===== src/rtl/dma_rf_pkg.sv =====
package dma_rf_pkg;
  localparam int unsigned CH_W    = 2;
  localparam int unsigned NUM_CH  = 1 << CH_W;
  localparam int unsigned BYTE_W  = 8;
  localparam int unsigned WORD_W  = 2 * BYTE_W;
  localparam int unsigned PORT_W  = 4;
  localparam int unsigned MODE_W  = BYTE_W - CH_W;
  localparam int unsigned FLAG_B  = 2;              // wdata bit carrying set/clear
  localparam int unsigned MODE_AUTO = 4 - CH_W;     // autoinit bit within stored mode
  localparam int unsigned MODE_DEC  = 5 - CH_W;     // decrement bit within stored mode

  typedef enum logic [PORT_W-1:0] {
    P_CMD     = 4'h8,
    P_REQ     = 4'h9,
    P_SMASK   = 4'hA,
    P_MODE    = 4'hB,
    P_CLRPTR  = 4'hC,
    P_MCLR    = 4'hD,
    P_CLRMASK = 4'hE,
    P_AMASK   = 4'hF
  } ctl_port_e;

  typedef struct packed {
    logic cmd_wr;
    logic req_wr;
    logic smask_wr;
    logic mode_wr;
    logic clrptr_wr;
    logic mclr_wr;
    logic clrmask_wr;
    logic amask_wr;
    logic stat_rd;
    logic chan_acc;
  } strobe_t;
endpackage


===== src/rtl/dma_rf_decode.sv =====
module dma_rf_decode
  import dma_rf_pkg::*;
(
  input  logic              valid_i,
  input  logic              write_i,
  input  logic [PORT_W-1:0] port_i,
  output strobe_t           strobe_o,
  output logic [NUM_CH-1:0] addr_wr_o,
  output logic [NUM_CH-1:0] cnt_wr_o
);
  logic is_chan;
  assign is_chan = valid_i && !port_i[PORT_W-1];

  always_comb begin
    strobe_o = '0;
    strobe_o.chan_acc = is_chan;
    if (valid_i && write_i) begin
      case (port_i)
        P_CMD:     strobe_o.cmd_wr     = 1'b1;
        P_REQ:     strobe_o.req_wr     = 1'b1;
        P_SMASK:   strobe_o.smask_wr   = 1'b1;
        P_MODE:    strobe_o.mode_wr    = 1'b1;
        P_CLRPTR:  strobe_o.clrptr_wr  = 1'b1;
        P_MCLR:    strobe_o.mclr_wr    = 1'b1;
        P_CLRMASK: strobe_o.clrmask_wr = 1'b1;
        P_AMASK:   strobe_o.amask_wr   = 1'b1;
        default: ;
      endcase
    end
    if (valid_i && !write_i && port_i == P_CMD) strobe_o.stat_rd = 1'b1;
  end

  for (genvar g = 0; g < NUM_CH; g++) begin : g_chan_dec
    logic hit;
    assign hit          = is_chan && write_i && (port_i[CH_W:1] == CH_W'(g));
    assign addr_wr_o[g] = hit && !port_i[0];
    assign cnt_wr_o[g]  = hit && port_i[0];
  end
endmodule


===== src/rtl/dma_rf_chan.sv =====
module dma_rf_chan
  import dma_rf_pkg::*;
(
  input  logic              clk_i,
  input  logic              rst_ni,
  input  logic              addr_wr_i,
  input  logic              cnt_wr_i,
  input  logic              hi_sel_i,
  input  logic [BYTE_W-1:0] wdata_i,
  input  logic              mode_wr_i,
  input  logic [MODE_W-1:0] mode_i,
  input  logic              step_i,
  output logic [WORD_W-1:0] base_addr_o,
  output logic [WORD_W-1:0] base_cnt_o,
  output logic [WORD_W-1:0] cur_addr_o,
  output logic [WORD_W-1:0] cur_cnt_o,
  output logic [MODE_W-1:0] mode_o,
  output logic              tc_o
);
  logic [WORD_W-1:0] base_addr_q, base_cnt_q, cur_addr_q, cur_cnt_q;
  logic [MODE_W-1:0] mode_q;
  logic [WORD_W-1:0] new_addr, new_cnt, addr_adv;
  logic              step_en, wrap;

  function automatic logic [WORD_W-1:0] put_byte(input logic [WORD_W-1:0] w,
                                                 input logic hi,
                                                 input logic [BYTE_W-1:0] b);
    return hi ? {b, w[BYTE_W-1:0]} : {w[WORD_W-1:BYTE_W], b};
  endfunction

  assign new_addr = put_byte(base_addr_q, hi_sel_i, wdata_i);
  assign new_cnt  = put_byte(base_cnt_q, hi_sel_i, wdata_i);
  // a word write in the same cycle cancels the step
  assign step_en  = step_i && !addr_wr_i && !cnt_wr_i;
  assign wrap     = step_en && (cur_cnt_q == '0);
  assign addr_adv = mode_q[MODE_DEC] ? cur_addr_q - 1'b1 : cur_addr_q + 1'b1;

  always_ff @(posedge clk_i or negedge rst_ni) begin
    if (!rst_ni) begin
      base_addr_q <= '0;
      base_cnt_q  <= '0;
      cur_addr_q  <= '0;
      cur_cnt_q   <= '0;
      mode_q      <= '0;
    end else begin
      if (mode_wr_i) mode_q <= mode_i;
      if (addr_wr_i) begin
        base_addr_q <= new_addr;
        cur_addr_q  <= new_addr;
      end
      if (cnt_wr_i) begin
        base_cnt_q <= new_cnt;
        cur_cnt_q  <= new_cnt;
      end
      if (step_en) begin
        if (wrap && mode_q[MODE_AUTO]) begin
          cur_addr_q <= base_addr_q;
          cur_cnt_q  <= base_cnt_q;
        end else begin
          cur_addr_q <= addr_adv;
          cur_cnt_q  <= cur_cnt_q - 1'b1;
        end
      end
    end
  end

  assign base_addr_o = base_addr_q;
  assign base_cnt_o  = base_cnt_q;
  assign cur_addr_o  = cur_addr_q;
  assign cur_cnt_o   = cur_cnt_q;
  assign mode_o      = mode_q;
  assign tc_o        = wrap;
endmodule


===== src/rtl/dma_rf_ctrl.sv =====
module dma_rf_ctrl
  import dma_rf_pkg::*;
(
  input  logic              clk_i,
  input  logic              rst_ni,
  input  strobe_t           strobe_i,
  input  logic [BYTE_W-1:0] wdata_i,
  input  logic [NUM_CH-1:0] tc_i,
  output logic              ptr_hi_o,
  output logic [NUM_CH-1:0] mask_o,
  output logic [BYTE_W-1:0] cmd_o,
  output logic [NUM_CH-1:0] req_o,
  output logic [NUM_CH-1:0] tc_stat_o
);
  logic              ptr_q;
  logic [NUM_CH-1:0] mask_q, req_q, tc_q;
  logic [BYTE_W-1:0] cmd_q;
  logic [CH_W-1:0]   sel;
  logic              tc_clr;

  assign sel    = wdata_i[CH_W-1:0];
  assign tc_clr = strobe_i.mclr_wr || strobe_i.stat_rd;

  always_ff @(posedge clk_i or negedge rst_ni) begin
    if (!rst_ni) begin
      ptr_q  <= 1'b0;
      mask_q <= '1;
      req_q  <= '0;
      tc_q   <= '0;
      cmd_q  <= '0;
    end else begin
      if (strobe_i.mclr_wr || strobe_i.clrptr_wr) ptr_q <= 1'b0;
      else if (strobe_i.chan_acc)                 ptr_q <= ~ptr_q;

      if (strobe_i.mclr_wr)         mask_q      <= '1;
      else if (strobe_i.smask_wr)   mask_q[sel] <= wdata_i[FLAG_B];
      else if (strobe_i.clrmask_wr) mask_q      <= '0;
      else if (strobe_i.amask_wr)   mask_q      <= wdata_i[NUM_CH-1:0];

      if (strobe_i.mclr_wr)      req_q      <= '0;
      else if (strobe_i.req_wr)  req_q[sel] <= wdata_i[FLAG_B];

      if (strobe_i.mclr_wr)      cmd_q <= '0;
      else if (strobe_i.cmd_wr)  cmd_q <= wdata_i;

      // a flag raised this cycle outlives a clear
      tc_q <= (tc_clr ? '0 : tc_q) | tc_i;
    end
  end

  assign ptr_hi_o  = ptr_q;
  assign mask_o    = mask_q;
  assign cmd_o     = cmd_q;
  assign req_o     = req_q;
  assign tc_stat_o = tc_q;
endmodule


===== src/rtl/dma_regfile.sv =====
module dma_regfile
  import dma_rf_pkg::*;
(
  input  logic                       clk_i,
  input  logic                       rst_ni,
  input  logic                       bus_valid_i,
  input  logic                       bus_write_i,
  input  logic [PORT_W-1:0]          bus_port_i,
  input  logic [BYTE_W-1:0]          bus_wdata_i,
  output logic [BYTE_W-1:0]          bus_rdata_o,
  input  logic [NUM_CH-1:0]          step_i,
  output logic [NUM_CH*MODE_W-1:0]   chan_mode_o,
  output logic [NUM_CH-1:0]          chan_mask_o,
  output logic [NUM_CH*WORD_W-1:0]   base_addr_o,
  output logic [NUM_CH*WORD_W-1:0]   base_count_o,
  output logic [NUM_CH*WORD_W-1:0]   cur_addr_o,
  output logic [NUM_CH*WORD_W-1:0]   cur_count_o,
  output logic [BYTE_W-1:0]          cmd_o,
  output logic [NUM_CH-1:0]          req_o
);
  strobe_t           strobe;
  logic [NUM_CH-1:0] addr_wr, cnt_wr, tc, tc_stat;
  logic              ptr_hi;

  dma_rf_decode u_decode (
    .valid_i  (bus_valid_i),
    .write_i  (bus_write_i),
    .port_i   (bus_port_i),
    .strobe_o (strobe),
    .addr_wr_o(addr_wr),
    .cnt_wr_o (cnt_wr)
  );

  dma_rf_ctrl u_ctrl (
    .clk_i    (clk_i),
    .rst_ni   (rst_ni),
    .strobe_i (strobe),
    .wdata_i  (bus_wdata_i),
    .tc_i     (tc),
    .ptr_hi_o (ptr_hi),
    .mask_o   (chan_mask_o),
    .cmd_o    (cmd_o),
    .req_o    (req_o),
    .tc_stat_o(tc_stat)
  );

  for (genvar g = 0; g < NUM_CH; g++) begin : g_chan
    logic mode_hit;
    assign mode_hit = strobe.mode_wr && (bus_wdata_i[CH_W-1:0] == CH_W'(g));
    dma_rf_chan u_chan (
      .clk_i      (clk_i),
      .rst_ni     (rst_ni),
      .addr_wr_i  (addr_wr[g]),
      .cnt_wr_i   (cnt_wr[g]),
      .hi_sel_i   (ptr_hi),
      .wdata_i    (bus_wdata_i),
      .mode_wr_i  (mode_hit),
      .mode_i     (bus_wdata_i[BYTE_W-1:CH_W]),
      .step_i     (step_i[g]),
      .base_addr_o(base_addr_o[g*WORD_W +: WORD_W]),
      .base_cnt_o (base_count_o[g*WORD_W +: WORD_W]),
      .cur_addr_o (cur_addr_o[g*WORD_W +: WORD_W]),
      .cur_cnt_o  (cur_count_o[g*WORD_W +: WORD_W]),
      .mode_o     (chan_mode_o[g*MODE_W +: MODE_W]),
      .tc_o       (tc[g])
    );
  end

  logic [CH_W-1:0]   rd_ch;
  logic [WORD_W-1:0] rd_word;
  assign rd_ch   = bus_port_i[CH_W:1];
  assign rd_word = bus_port_i[0] ? cur_count_o[rd_ch*WORD_W +: WORD_W]
                                 : cur_addr_o[rd_ch*WORD_W +: WORD_W];

  always_comb begin
    bus_rdata_o = '0;
    if (!bus_port_i[PORT_W-1])
      bus_rdata_o = ptr_hi ? rd_word[WORD_W-1:BYTE_W] : rd_word[BYTE_W-1:0];
    else if (bus_port_i == P_CMD)
      bus_rdata_o = {req_o, tc_stat};
  end
endmodule


===== config.mk =====
export PLATFORM = sky130hd
export DESIGN_NAME = dma_regfile
export DESIGN_NICKNAME = d
export VERILOG_FILES = /design/src/rtl/dma_rf_pkg.sv /design/src/rtl/dma_rf_decode.sv /design/src/rtl/dma_rf_chan.sv /design/src/rtl/dma_rf_ctrl.sv /design/src/rtl/dma_regfile.sv
export SDC_FILE = /design/constraint.sdc
export NUM_CORES = 1
export LEC_CHECK = 0
export BUFFER_PORTS_ARGS = -buffer_cell sky130_fd_sc_hd__buf_2
export CAP_MARGIN = 20
export CORE_MARGIN = 8
export CORE_UTILIZATION = 45
export DETAILED_ROUTE_END_ITERATION = 12
export GPL_ROUTABILITY_DRIVEN = 0
export PLACE_DENSITY_LB_ADDON = 0.3
export SLEW_MARGIN = 20
export SYNTH_ARGS = -nofsm -noshare
export SYNTH_HDL_FRONTEND = slang
export SYNTH_SLANG_ARGS = --single-unit

===== constraint.sdc =====
create_clock -name clk_i -period 3.5 [get_ports clk_i]
set_input_delay 0.35 -clock clk_i [delete_from_list [all_inputs] [get_ports clk_i]]
set_output_delay 0.35 -clock clk_i [all_outputs]
set_load 0.01 [all_outputs]

==> metrics.yaml <==
outcome:
  status: "finished clean"
sta:
  fin_crit_sh_pct: 84.5
  hold_viol_final: 0
  slew_headroom_pct: 27.6
  whs_ns: 0.140
  rsz0062_at_grt: "no"
  period_needed_ns: 2.96
  clock_skew_ns: 0.0284
  fin_setup_tns_ns: 0
  worst_pin_slew_ns: 1.08
  setup_viol: 0
  maxSlewViolCount: 0
  clock.fmax_ghz: 0.338
drt:
  firstDrtPassIters: 6
  ant_nets: 0
  vias: 19200
  vias_per_cell: 6.52
  wl_per_cell_um: 27.4
  first_iter_violations: 2718
  drc: 0
  wirelength_mm: 80.3
layout:
  fill_cells: 3851
  drive_gt1_share_pct: 28.3
  layout.nets: 2449
  syn_to_final_growth_pct: 19.6
  design_area_um2: 23100
setup_path:
  cpMostUsedCell: "mux4_2"
  cp_slowest_cell: "mux4_2"
  critPathBufInv: 1
  r2r_slack_ns: 0.56
  cp.arrival_ns: 2.61
  rr_startpoint: "g_chan[2].u_chan.cur_cnt_o[11]$_DFFE_PN0P_"
  start_kind: "flop"
  critPathMaxFanout: 7
  crit_family: "multiplexers"
  critPathKind: "flop to output pin"
  cp_slowest_stage_delay_ns: 0.62
  r2r_cells: 8
  cp.required_ns: 3.15
  r2r-end: "g_chan[2].u_chan.cur_cnt_o[12]$_DFFE_PN0P_"
  critPathCaptureType: "output pin"
  path_cells: "mux4_2 -> mux4_2 -> a22o_1 -> buf_2"
power_and_ir_drop:
  p_leak_nw: 10.8
  vdd_drop_max_mv: 0.448
  total_power_mw: 16.8
  pwr_density_cell_nw_per_um2: 725
floorplanning:
  io_pins: 324
  die_w_um: 223
  rows: 76
  die_h_um: 223
  die_area_um2: 49800
  start_util_pct: 45.3
  core_um2: 42700
logic_synthesis:
  synth_flop_cell: "dfrtp_1"
  yosys_warnings: 0
  yosys.area.top_type: "dfrtp_1"
  syn_avg_cell_area_um2: 9.48
  netlist_area_um2: 19300
  synth_seq_area_share_pct: 39.0
  synth_top_area_share_pct: 38.5
  synthArstFlopShare_pct: 100
  synthCells: 2038
  synth_nets: 2126
  synth_edf_count: 0
  ys_seq_elements: 301
  synth.area.top_cells: "dfrtp_1 38%, mux2_2 8.0%, mux4_2 4.7%"
  synth_cell_type_count: 81
global_route:
  gr-total-overflow: 0
  antenna_found_initial: 6
  track_usage_pct: 31.3
  grt_pass1_vias: 18400
  grt_pass1_wl_mm: 120
  grt_max_degree: 69
clock_tree:
  hold_buffers: 1
  htree_levels: 2
  clock_sinks: 301
  clockBufferDepth: 3
  cts_setup_buffers: 0
  cts_made_buffers: 37
  clk_pin_slew_ns: 0.06
  cts_resized: 0
  clockRootBuffer: "clkbuf_16"
  clock_latency_ns: 0.57
  cts_tree: "yes"
place:
  port_buffers: 323
  dpl_cell_area_um2: 21800
  post-dp-hpwl_mm: 59.0
min_path:
  hp-start: "bus_valid_i"
  hold-path-cell-count: 2
  hp-class: "input port to flop"
  hold_end: "u_ctrl.ptr_hi_o$_DFFE_PN0P_"
job:
  drv_cap: 0
==> final cells by class <==
type	instances	area (um2)	area share, %
Antenna cell	3	7.51	0.0325
Clock buffer	50	1060	4.57
Clock inverter	15	203	0.877
Inverter	36	135	0.585
Multi-Input combinational cell	1578	11200	48.4
Sequential cell	301	7540	32.6
Tap cell	546	683	2.96
Timing Repair Buffer	407	2300	9.94
==> sequential cells by signal (all words and copies together) (netlist names) <==
name                       cells
g_chan.u_chan.base_addr_o     64
g_chan.u_chan.base_cnt_o      64
g_chan.u_chan.cur_addr_o      64
g_chan.u_chan.cur_cnt_o       64
g_chan.u_chan.mode_o          24
u_ctrl.cmd_o                   8
u_ctrl.mask_o                  4
u_ctrl.req_o                   4
u_ctrl.tc_stat_o               4
u_ctrl.ptr_hi_o                1
==> placed cells by master (no fill, tap or decap), drive strengths merged, types with 40 or more instances in the layout <==
cell and count:
mux4 40, a21oi 161, clkbuf 50, a31oi 40, nand3 44, o21ai 214
nand2 188, nor2 158, o211ai 42, buf 406, xnor2 47, dfrtp 297
mux2 138, mux2i 47, ha 64
==> power breakdown <==
| part | switching, mW | internal [mW] |
|---|---|---|
| logic | 3.76 | 2.87 |
| registers | 1.71 | 4.36 |
| clock network | 1.63 | 2.42 |
==> cells in the mapped netlist, drive strengths merged, types with 5 or more instances <==
cell type	number
a211oi	38
a21o	27
a21oi	161
a22o	16
a22oi	11
a311oi	7
a31oi	40
and2	7
and3	10
buf	27
clkbuf	96
dfrtp	297
ha	64
inv	35
mux2	138
mux2i	47
mux4	40
nand2	188
nand2b	34
nand3	44
nand3b	5
nand4	11
nor2	158
nor2b	17
nor3	31
nor4	20
o211ai	42
o21a	14
o21ai	214
o21bai	11
o221ai	16
o22ai	12
o31ai	9
or3	11
or4	7
xnor2	47
xor2	30
==> kinds of logic after synthesis <==
| group | after synthesis | synth area share, % |
|---|---|---|
| and+or+nand+nor | 559 | 13.9 |
| buffers and inverters | 159 | 3.28 |
| muxes | 225 | 15.1 |
| AOI/OAI and AO/OA | 649 | 20.6 |
| adders and majority gates | 68 | 4.56 |
| DFF | 301 | 39.0 |
| xor gates and xnor gates | 77 | 3.49 |
==> worst max path at each step <==
| stage | startpoint | end | slack [ns] | cells past startpoint |
|---|---|---|---|---|
| floorplan | g_chan[1].u_chan.mode_o[3]$_DFFE_PN0P_ | g_chan[1].u_chan.cur_addr_o[15]$_DFFE_PN0P_ | 0.75 | 8 |
| finish | g_chan[3].u_chan.cur_cnt_o[9]$_DFFE_PN0P_ | bus_rdata_o[1] | 0.54 | 4 |
| global route | g_chan[1].u_chan.mode_o[3]$_DFFE_PN0P_ | g_chan[1].u_chan.cur_addr_o[15]$_DFFE_PN0P_ | 0.19 | 9 |
| detailed placement | g_chan[2].u_chan.mode_o[3]$_DFFE_PN0P_ | g_chan[2].u_chan.cur_addr_o[14]$_DFFE_PN0P_ | 0.64 | 8 |
| CTS | g_chan[3].u_chan.cur_cnt_o[9]$_DFFE_PN0P_ | bus_rdata_o[1] | 0.59 | 4 |
| global placement | g_chan[2].u_chan.mode_o[3]$_DFFE_PN0P_ | g_chan[2].u_chan.cur_addr_o[14]$_DFFE_PN0P_ | 0.68 | 8 |
==> per-stage QoR <==
step | util (%) | instances | worst slack, ns
finish | 54.1 | 2936 | 0.544
global route | 54.1 | 2936 | 0.185
CTS | 54.1 | 2933 | 0.587
detailed placement | 51.1 | 2867 | 0.644
global placement | 51.1 | 2867 | 0.677
floorplan | - | 2038 | 0.746
==> routing by layer <==
| metal | part of all wire, % | wire [um] | GRT usage [%] |
|---|---|---|---|
| met1 | 38 | 30800 | 40.5 |
| met2 | 43 | 34300 | 46.3 |
| met3 | 13 | 10500 | 10.4 |
| met4 | 5.8 | 4650 | 16.0 |
| met5 | 0.10 | 84 | 0.906 |
Power figures use the tool's default switching activity.
